**src/rtl/irqt_pkg.sv**
```systemverilog
// Package: shared constants and the period lookup for the interval timer.
// Assumes the tick enable runs at TICKS_PER_SEC pulses per second.
package irqt_pkg;
    localparam int ADDR_W   = 4;
    localparam int DATA_W   = 4;
    localparam int CODE_W   = 3;
    localparam logic [ADDR_W-1:0] ADDR_CTRL = 4'h0;
    localparam logic [ADDR_W-1:0] ADDR_IREG = 4'hF;

    // Number of tick pulses in the period selected by a code (0 = none).
    function automatic int period_ticks(input logic [CODE_W-1:0] code, input int tps);
        case (code)
            3'd1: period_ticks = tps / 10;
            3'd2: period_ticks = tps / 2;
            3'd3: period_ticks = tps;
            3'd4: period_ticks = 5 * tps;
            3'd5: period_ticks = 10 * tps;
            3'd6: period_ticks = 30 * tps;
            3'd7: period_ticks = 60 * tps;
            default: period_ticks = 0;
        endcase
    endfunction
endpackage

```
**src/rtl/irqt_ctrl.sv**
```systemverilog
// Control latches and interrupt register.
// Holds test, clock halt, register select, interrupt stop, period code and mode.
// Code 000 forces the stop bit; a single-mode timeout also sets it.
// Assumes a write and a read never happen in the same cycle.
module irqt_ctrl
    import irqt_pkg::*;
(
    input  logic              clk,
    input  logic              rst_n,
    input  logic              wr_ctrl,
    input  logic              wr_ireg,
    input  logic [DATA_W-1:0] wdata,
    input  logic              timeout,
    output logic              test_q,
    output logic              halt_q,
    output logic              sel_q,
    output logic              stop_q,
    output logic [CODE_W-1:0] code_q,
    output logic              rep_q,
    output logic              clr_all
);
    logic code_zero;
    logic wr_zero_code;

    assign code_zero    = (code_q == '0);
    assign wr_zero_code = wr_ireg && (wdata[CODE_W-1:0] == '0);
    assign clr_all      = wr_zero_code;

    // Control-register write latches (everything except the stop bit).
    always_ff @(posedge clk) begin
        if (!rst_n) begin
            test_q <= 1'b0;
            halt_q <= 1'b0;
            sel_q  <= 1'b0;
        end else if (wr_ctrl) begin
            test_q <= wdata[3];
            halt_q <= wdata[2];
            sel_q  <= wdata[1];
        end
    end

    // Interrupt register: period code and mode.
    always_ff @(posedge clk) begin
        if (!rst_n) begin
            code_q <= '0;
            rep_q  <= 1'b0;
        end else if (wr_ireg) begin
            code_q <= wdata[CODE_W-1:0];
            rep_q  <= wdata[3];
        end
    end

    // Interrupt stop bit. Writes win over a timeout; code 000 pins it to 1.
    always_ff @(posedge clk) begin
        if (!rst_n) begin
            stop_q <= 1'b1;
        end else if (wr_ctrl) begin
            stop_q <= wdata[0] | code_zero;
        end else if (wr_zero_code) begin
            stop_q <= 1'b1;
        end else if (timeout && !rep_q) begin
            stop_q <= 1'b1;
        end
    end
endmodule

```
**src/rtl/irqt_period.sv**
```systemverilog
// Period counter: counts tick pulses while running and fires on the last one.
// Restarts from zero right after a timeout, so repeated periods stay exact.
// Assumes the limit is at least 1 whenever run is high.
module irqt_period #(
    parameter int CNT_W = 10
) (
    input  logic             clk,
    input  logic             rst_n,
    input  logic             run,
    input  logic             tick,
    input  logic [CNT_W-1:0] limit,
    output logic             timeout,
    output logic [CNT_W-1:0] cnt_q
);
    logic last;

    assign last    = (cnt_q >= limit - CNT_W'(1));
    assign timeout = run && tick && last;

    // Tick counter, held at zero while stopped.
    always_ff @(posedge clk) begin
        if (!rst_n) begin
            cnt_q <= '0;
        end else if (!run) begin
            cnt_q <= '0;
        end else if (tick) begin
            cnt_q <= last ? '0 : cnt_q + CNT_W'(1);
        end
    end
endmodule

```
**src/rtl/irqt_flags.sv**
```systemverilog
// Status flags: data-changed and interrupt flags plus the deferred timeout.
// Flags freeze during a control read and clear when it ends.
// Events that arrive during the read are stored and applied at the end.
module irqt_flags (
    input  logic clk,
    input  logic rst_n,
    input  logic ctrl_act,
    input  logic tick,
    input  logic timeout,
    input  logic clr_all,
    output logic dcf_q,
    output logic iflag_q
);
    logic act_q;
    logic pend_q;
    logic trail;

    assign trail = act_q && !ctrl_act;

    // Remembers whether a control read was active in the previous cycle.
    always_ff @(posedge clk) begin
        if (!rst_n) act_q <= 1'b0;
        else        act_q <= ctrl_act;
    end

    // Data-changed flag: frozen during a read, cleared at its end.
    always_ff @(posedge clk) begin
        if (!rst_n)        dcf_q <= 1'b0;
        else if (ctrl_act) dcf_q <= dcf_q;
        else if (trail)    dcf_q <= tick;
        else if (tick)     dcf_q <= 1'b1;
    end

    // Interrupt flag and the timeout held back during a read.
    always_ff @(posedge clk) begin
        if (!rst_n) begin
            iflag_q <= 1'b0;
            pend_q  <= 1'b0;
        end else if (clr_all) begin
            iflag_q <= 1'b0;
            pend_q  <= 1'b0;
        end else if (ctrl_act) begin
            if (timeout) pend_q <= 1'b1;
        end else if (trail) begin
            iflag_q <= pend_q | timeout;
            pend_q  <= 1'b0;
        end else if (timeout) begin
            iflag_q <= 1'b1;
        end
    end
endmodule

```
**src/rtl/irqt_timer.sv**
```systemverilog
// Top: address decode, read mux, interrupt pin mux and glue between submodules.
// The bus read strobe is a level held for the whole read. Writes last one cycle.
// irq_oe = 1 means the open-drain pin is pulled low.
module irqt_timer
    import irqt_pkg::*;
#(
    parameter int TICKS_PER_SEC = 10,
    parameter int CNT_W         = 10
) (
    input  logic              clk,
    input  logic              rst_n,
    input  logic              tick_10hz,
    input  logic              osc_tick,
    input  logic [ADDR_W-1:0] bus_addr,
    input  logic [DATA_W-1:0] bus_wdata,
    input  logic              bus_wr,
    input  logic              bus_rd,
    output logic [DATA_W-1:0] bus_rdata,
    output logic              setting_sel,
    output logic              clk_halt,
    output logic              test_mode,
    output logic              irq_oe
);
    logic              hit_ctrl, hit_f;
    logic              wr_ctrl, wr_ireg, ctrl_act;
    logic              test_q, halt_q, sel_q, stop_q, rep_q, clr_all;
    logic [CODE_W-1:0] code_q;
    logic [CNT_W-1:0]  limit, cnt_q;
    logic              timeout, dcf_q, iflag_q;

    assign hit_ctrl = (bus_addr == ADDR_CTRL);
    assign hit_f    = (bus_addr == ADDR_IREG);
    assign wr_ctrl  = bus_wr && hit_ctrl;
    assign wr_ireg  = bus_wr && hit_f && sel_q;
    assign ctrl_act = bus_rd && hit_ctrl;
    assign limit    = CNT_W'(period_ticks(code_q, TICKS_PER_SEC));

    irqt_ctrl u_ctrl (
        .clk     (clk),
        .rst_n   (rst_n),
        .wr_ctrl (wr_ctrl),
        .wr_ireg (wr_ireg),
        .wdata   (bus_wdata),
        .timeout (timeout),
        .test_q  (test_q),
        .halt_q  (halt_q),
        .sel_q   (sel_q),
        .stop_q  (stop_q),
        .code_q  (code_q),
        .rep_q   (rep_q),
        .clr_all (clr_all)
    );

    irqt_period #(.CNT_W(CNT_W)) u_period (
        .clk     (clk),
        .rst_n   (rst_n),
        .run     (!stop_q),
        .tick    (tick_10hz),
        .limit   (limit),
        .timeout (timeout),
        .cnt_q   (cnt_q)
    );

    irqt_flags u_flags (
        .clk      (clk),
        .rst_n    (rst_n),
        .ctrl_act (ctrl_act),
        .tick     (tick_10hz),
        .timeout  (timeout),
        .clr_all  (clr_all),
        .dcf_q    (dcf_q),
        .iflag_q  (iflag_q)
    );

    // Read data mux: status at address 0, interrupt register at F when selected.
    always_comb begin
        bus_rdata = '0;
        if (ctrl_act)
            bus_rdata = {dcf_q, 2'b00, iflag_q};
        else if (bus_rd && hit_f && sel_q)
            bus_rdata = {rep_q, code_q};
    end

    // Interrupt pin: oscillator passthrough in test mode with no period set.
    always_comb begin
        if (test_q && (code_q == '0)) irq_oe = osc_tick;
        else                          irq_oe = iflag_q;
    end

    assign setting_sel = hit_f && !sel_q;
    assign clk_halt    = halt_q;
    assign test_mode   = test_q;
endmodule

```
**config.mk**
```make
export PLATFORM = sky130hd
export DESIGN_NAME = irqt_timer
export DESIGN_NICKNAME = d
export VERILOG_FILES = /design/src/rtl/irqt_pkg.sv /design/src/rtl/irqt_ctrl.sv /design/src/rtl/irqt_period.sv /design/src/rtl/irqt_flags.sv /design/src/rtl/irqt_timer.sv
export SDC_FILE = /design/constraint.sdc
export NUM_CORES = 1
export LEC_CHECK = 0
export CAP_MARGIN = 20
export CORE_ASPECT_RATIO = 1.25
export CORE_UTILIZATION = 61
export CTS_CLUSTER_SIZE = 14
export DETAILED_ROUTE_END_ITERATION = 7
export DONT_BUFFER_PORTS = 1
export PLACE_DENSITY = 0.77
export SLEW_MARGIN = 40
export SYNTH_ARGS = -nofsm -noshare
export SYNTH_HDL_FRONTEND = slang
export SYNTH_SLANG_ARGS = --single-unit
```
**constraint.sdc**
```tcl
create_clock -name clk -period 4.2 [get_ports clk]
set_clock_uncertainty 0.1 [all_clocks]
set_input_delay 0.63 -clock clk [delete_from_list [all_inputs] [get_ports clk]]
set_output_delay 0.63 -clock clk [all_outputs]
set_load 0.005 [all_outputs]
```
=== Word level (Yosys, flattened, before mapping) ===
Index checks and enable logic that the tools add are counted.

* Bits of input ports: 14
* Register bits: 22
* Logic and storage cells: 70
* Output and inout port bits: 8

* Magnitude comparators: 1
* Bitwise logic cells: 4
* Add/sub/neg operators: 2
* Reduce and logical (&&, ||, !) cells: 29
* Eq/ne operators: 9
* Multiplexer cells: 14

{| class="wikitable"
|+ Operators with widths
! kind !! count
|-
| $pmux 10 s7 || 1
|-
| $logic_and 1x1->1 || 13
|-
| $eq 3x3->1 const B || 4
|-
| $add 10x1->10 const B || 1
|-
| $ge 10x10->1 || 1
|-
| $mux 1 || 10
|-
| $mux 10 || 1
|-
| $sub 10x1->10 const B || 1
|-
| $mux 4 || 2
|-
| $eq 3x2->1 const B || 2
|-
| $logic_not 3->1 || 2
|-
| $reduce_and 2->1 || 3
|-
| $reduce_bool 2->1 || 3
|-
| $eq 4x4->1 const B || 1
|-
| $logic_not 1->1 || 4
|-
| $logic_not 4->1 || 1
|-
| $reduce_or 2->1 || 2
|-
| $eq 3x1->1 const B || 1
|-
| $reduce_bool 3->1 || 1
|-
| $ne 2x2->1 const B || 1
|-
| $not 1->1 || 2
|-
| $or 1x1->1 || 2
|}

=== Logic depth before layout (Yosys ltp) ===
* Word-level depth: 9
* Gate-level depth with buffers: 14

=== Cells and area by module ===
From an unflattened synthesis, not the netlist that was laid out.

* Cell total of the unflattened synthesis: 185
* Area total of the unflattened synthesis: 1672.9 µm²

{| class="wikitable"
|+ By module, submodules not included
! module !! times used !! sequential area each (µm²) !! area an instance (µm²) !! cells each
|-
| irqt_period || 1 || 200.2 || 923.4 || 107
|-
| irqt_ctrl || 1 || 160.2 || 350.3 || 31
|-
| irqt_timer || 1 || 0.0 || 234.0 || 32
|-
| irqt_flags || 1 || 80.1 || 165.2 || 15
|}

=== Worst setup path after synthesis ===
No wires, ideal clock.

* Path type: register to register
* From: reg u_ctrl.code_q[2]
* To: reg u_flags.pend_q
* Data required time: 4.041 ns
* Cell stages (with the launch flop): 13
* Arrival time: 2.686 ns
* Buffers on the path: 1
* Setup slack: 1.355 ns
* Clock period less this slack: 2.845 ns
* Cell sequence: dfxtp_1 clkbuf_1 nor2_1 a21oi_1 ha_1 nor3b_1 a21oi_1 ha_1 nand4_2 nor4_2 o31ai_2 a21boi_4 a31o_1

* Cells in the longest elaborated chain, start to end: 7
* Elaborated cells between the ends (all ways): 13
* Those cells by class: 1 x add/sub; 1 x order compare; 8 x eq/ne; 1 x mux; 2 x reduce/logical

{| class="wikitable"
|+ Ends and longest elaborated chain
! what !! RTL line !! text
|-
| start, declared || irqt_ctrl.sv:18 || <nowiki>output logic [CODE_W-1:0] code_q,</nowiki>
|-
| start signal, assigned || irqt_ctrl.sv:48 || <nowiki>code_q <= wdata[CODE_W-1:0];</nowiki>
|-
| $eq 3x3->1 (tied with other cells) || irqt_pkg.sv:12 || <nowiki>case (code)</nowiki>
|-
| $pmux 10 s7 * || irqt_pkg.sv:12 ||
|-
| $sub 10x1->10 * || irqt_period.sv:17 || <nowiki>assign last = (cnt_q >= limit - CNT_W'(1));</nowiki>
|-
| $ge 10x10->1 * || irqt_period.sv:17 ||
|-
| $logic_and 1x1->1 * || irqt_period.sv:18 || <nowiki>assign timeout = run && tick && last;</nowiki>
|-
| $ne 2x2->1 (no line) * || - ||
|-
| $reduce_and 2->1 (no line) * || - ||
|-
| end signal, assigned || irqt_flags.sv:38 || <nowiki>pend_q <= 1'b0;</nowiki>
|-
| end signal, assigned || irqt_flags.sv:41 || <nowiki>pend_q <= 1'b0;</nowiki>
|-
| end signal, assigned || irqt_flags.sv:43 || <nowiki>if (timeout) pend_q <= 1'b1;</nowiki>
|-
| end, declared || irqt_flags.sv:15 || <nowiki>logic pend_q;</nowiki>
|}

Every way passes the cells marked *; elsewhere a longest branch is shown, timed or not.
A chain may end at the register's enable or synchronous reset.

=== Worst setup path after layout ===
* From: reg u_ctrl.code_q[0]
* To: reg u_flags.pend_q

The elaborated chain is that of the path after synthesis.

==> flow_metrics.tcl <==
set metrics [dict create \
    final_cell_mix "dfxtp_1, nand2_1, nor2_1, nor3_1, ha_1" \
    htreeDepth 1 \
    nNetsFinal 191 \
    n_fill_cell 197 \
    hold_violations 0 \
    netlist_area_um2 1450 \
    syn-instance-count 167 \
    grt_pass1_vias 1183 \
    arrival_ns 3.33 \
    synth_seq_area_share 0.305 \
    cts_root_buf "clkbuf_4" \
    rr_worst_depth 13 \
    tns_ns 0 \
    drt_iter0_markers 10 \
    grt_use_total 0.258 \
    outcome "finished, final reports clean" \
    cts_setup_buffers 0 \
    cts_made_buffers 3 \
    met1_usage 0.292 \
    place.detailed.hpwl_mm 2.27 \
    period_share 0.750 \
    dieArea_um2 2570 \
    dr.pass1.iters 4 \
    io_buffers 0 \
    slew_violations 0 \
    finalPower_mw 0.386 \
    wl_per_cell_um 14.8 \
    finalSetupViolCount 0 \
    powerDensity_nw_per_um2 257 \
    top_usage_layer "met2" \
    clk_path_buf_depth 2 \
    required_ns 4.37 \
    area_growth_syn_to_layout_pct 3.98 \
    tightest_slew_ns 0.558 \
    grt_overflow 0 \
    cts_num_sinks 22 \
    ctsHoldBuffers 0 \
    floorplan.initialDensity 0.654 \
    avgViaCountPerCell 5.96 \
    ant_nets 0 \
    die_w_um 45.5 \
    core-area_um2 2210 \
    grtUsageMet2 0.439 \
    drc 0 \
    clk_latency_ns 0.32 \
    layout-drive-gt1-share 0.0727 \
    grt.met3_usage 0.0514 \
    critPathMaxFanout 10 \
    relSlewSlack 0.625 \
    synth_cell_types 44 \
    synthArstFlopShare 0 \
    final_common_cell "dfxtp_1" \
    post_cts_resized 0 \
    min-delay-path-class "primary input to flop" \
    worstSetupStartpointType "flop" \
    period_minus_slack_ns 3.15 \
    ys_warn_count 0 \
    synth_seq_cells 22 \
    cts_tree "built" \
    worstHoldPathCells 1 \
    dp.cells 192 \
    finalNonFillerCells 196 \
    post_dp_cell_area_um2 1450 \
    synth_edf_count 0 \
    power.leakage_nw 0.639 \
    grt_max_degree 16 \
    antenna_found_initial 0 \
    ioPinCount 22 \
    cp-end-kind "flop" \
    peakVddDrop_mv 0.218 \
    rsz0062_at_grt "false" \
    clkTransAtPathRegs_ns 0.14 \
    row_count 19 \
    syn_nets 192 \
    path_class "flop to flop" \
    dominantRegCellSynth "dfxtp_1" \
    place.gp.congestion 0.867 \
    fin_area_um2 1500 \
    avgSynthCellArea_um2 8.65 \
    drv_cap 0 \
    drt-total-wl_mm 2.90 \
    diodes 0 \
    num_vias 1169 \
    grt_pass1_wl_mm 4.94 \
    die_h_um 56.4 \
    timing.fmax_mhz 317 \
]
-- critical path: stages (launching register included) --
cell and delay, ns:
dfxtp_1 0.54, xor2_1 0.22, nor2b_4 0.19, inv_1 0.05, ha_1 0.22, or3_1 0.31
nand2_1 0.07, a21oi_1 0.07, ha_1 0.30, nand2_1 0.09, nor4_2 0.29, o31ai_2 0.17
a21boi_4 0.30, a31o_1 0.19
-- report_power, final --
group          switching (mW)  total [mW]  leakage [nW]  internal (mW)
Clock                  0.0704       0.167        0.0279         0.0965
Combinational         0.00281     0.00791         0.433        0.00510
Sequential            0.00102       0.211         0.178          0.210
-- cell usage after synthesis, types with 2 or more instances --
cell type / count / share of area
dfxtp_1: 22 / 0.30
nand2_1: 17 / 0.044
ha_1: 11 / 0.095
nor2_1: 11 / 0.029
nor3_1: 11 / 0.038
a21oi_1: 10 / 0.035
nor2b_1: 8 / 0.035
nand3_1: 6 / 0.021
xor2_1: 6 / 0.036
mux2i_1: 4 / 0.028
nand4_1: 4 / 0.017
o21ai_0: 4 / 0.014
a21boi_0: 3 / 0.016
a21o_1: 3 / 0.016
and2_1: 3 / 0.013
and3_1: 3 / 0.013
clkbuf_1: 3 / 0.0078
inv_1: 3 / 0.0078
nand2b_1: 3 / 0.013
xnor2_1: 3 / 0.018
a22o_1: 2 / 0.012
and4_1: 2 / 0.012
nand3b_1: 2 / 0.010
nor3b_1: 2 / 0.010
o211ai_1: 2 / 0.010
-- worst paths after layout --
path / slack [ns] / from / endpoint
worst max-delay path: 1.05 / u_ctrl.code_q[0]$_SDFFE_PN0P_ / u_flags.pend_q$_SDFFE_PP0P_
worst min-delay path: 0.33 / rst_n / u_ctrl.rep_q$_SDFFE_PN0P_
worst max register to register: 1.05 / u_ctrl.code_q[0]$_SDFFE_PN0P_ / u_flags.pend_q$_SDFFE_PP0P_
worst min register to register: 0.39 / u_ctrl.halt_q$_SDFFE_PN0P_ / u_ctrl.halt_q$_SDFFE_PN0P_
-- cell type report --
type / count / area, µm² / area share
multi-input combinational: 136 / 960 / 0.639
inverter: 3 / 11.3 / 0.00749
sequential: 22 / 440 / 0.293
clock inverter: 1 / 30.0 / 0.0200
clock buffer: 3 / 22.5 / 0.0150
tap: 31 / 38.8 / 0.0258
-- metrics by stage --
| step | setup WS [ns] | util | hold slack, ns |
|---|---|---|---|
| 5_1_grt | 0.862 | 0.680 | 0.318 |
| 6_report | 1.05 | 0.680 | 0.332 |
| 3_5_place_dp | 1.10 | 0.656 | 0.379 |
| 2_1_floorplan | 1.36 | - | 0.360 |
| 4_1_cts | 1.08 | 0.680 | 0.330 |
| 3_3_place_gp | 1.17 | 0.656 | 0.374 |
-- metal layers --
layer / share of wire / vias to the layer above
met5: 0 / -
met4: 0.017 / 0
met3: 0.041 / 6
met2: 0.53 / 21
met1: 0.41 / 540
li1: - / 602
-- sequential cells by signal, summed over array words and instances, names as in the netlist --
name and cells:
u_flags.pend_q 1, u_ctrl.sel_q 1, u_flags.dcf_q 1, u_ctrl.test_q 1, u_period.cnt_q 10, u_flags.iflag_q 1, u_ctrl.stop_q 1, u_flags.act_q 1
u_ctrl.rep_q 1, u_ctrl.halt_q 1, u_ctrl.code_q 3
-- cell families (layout without fill, tap and decap cells) --
logic type | count (synthesis) | after routing | share of synthesized area
DFF | 22 | 22 | 0.305
xor gates and xnor gates | 9 | 9 | 0.0545
and+or+nand+nor | 80 | 80 | 0.319
buffers and inverters | 9 | 7 | 0.0312
muxes | 5 | 5 | 0.0355
adders and majority gates | 11 | 11 | 0.0952
AOI/OAI and AO/OA | 31 | 31 | 0.160
No activity file was read; power rests on OpenSTA's default activity.
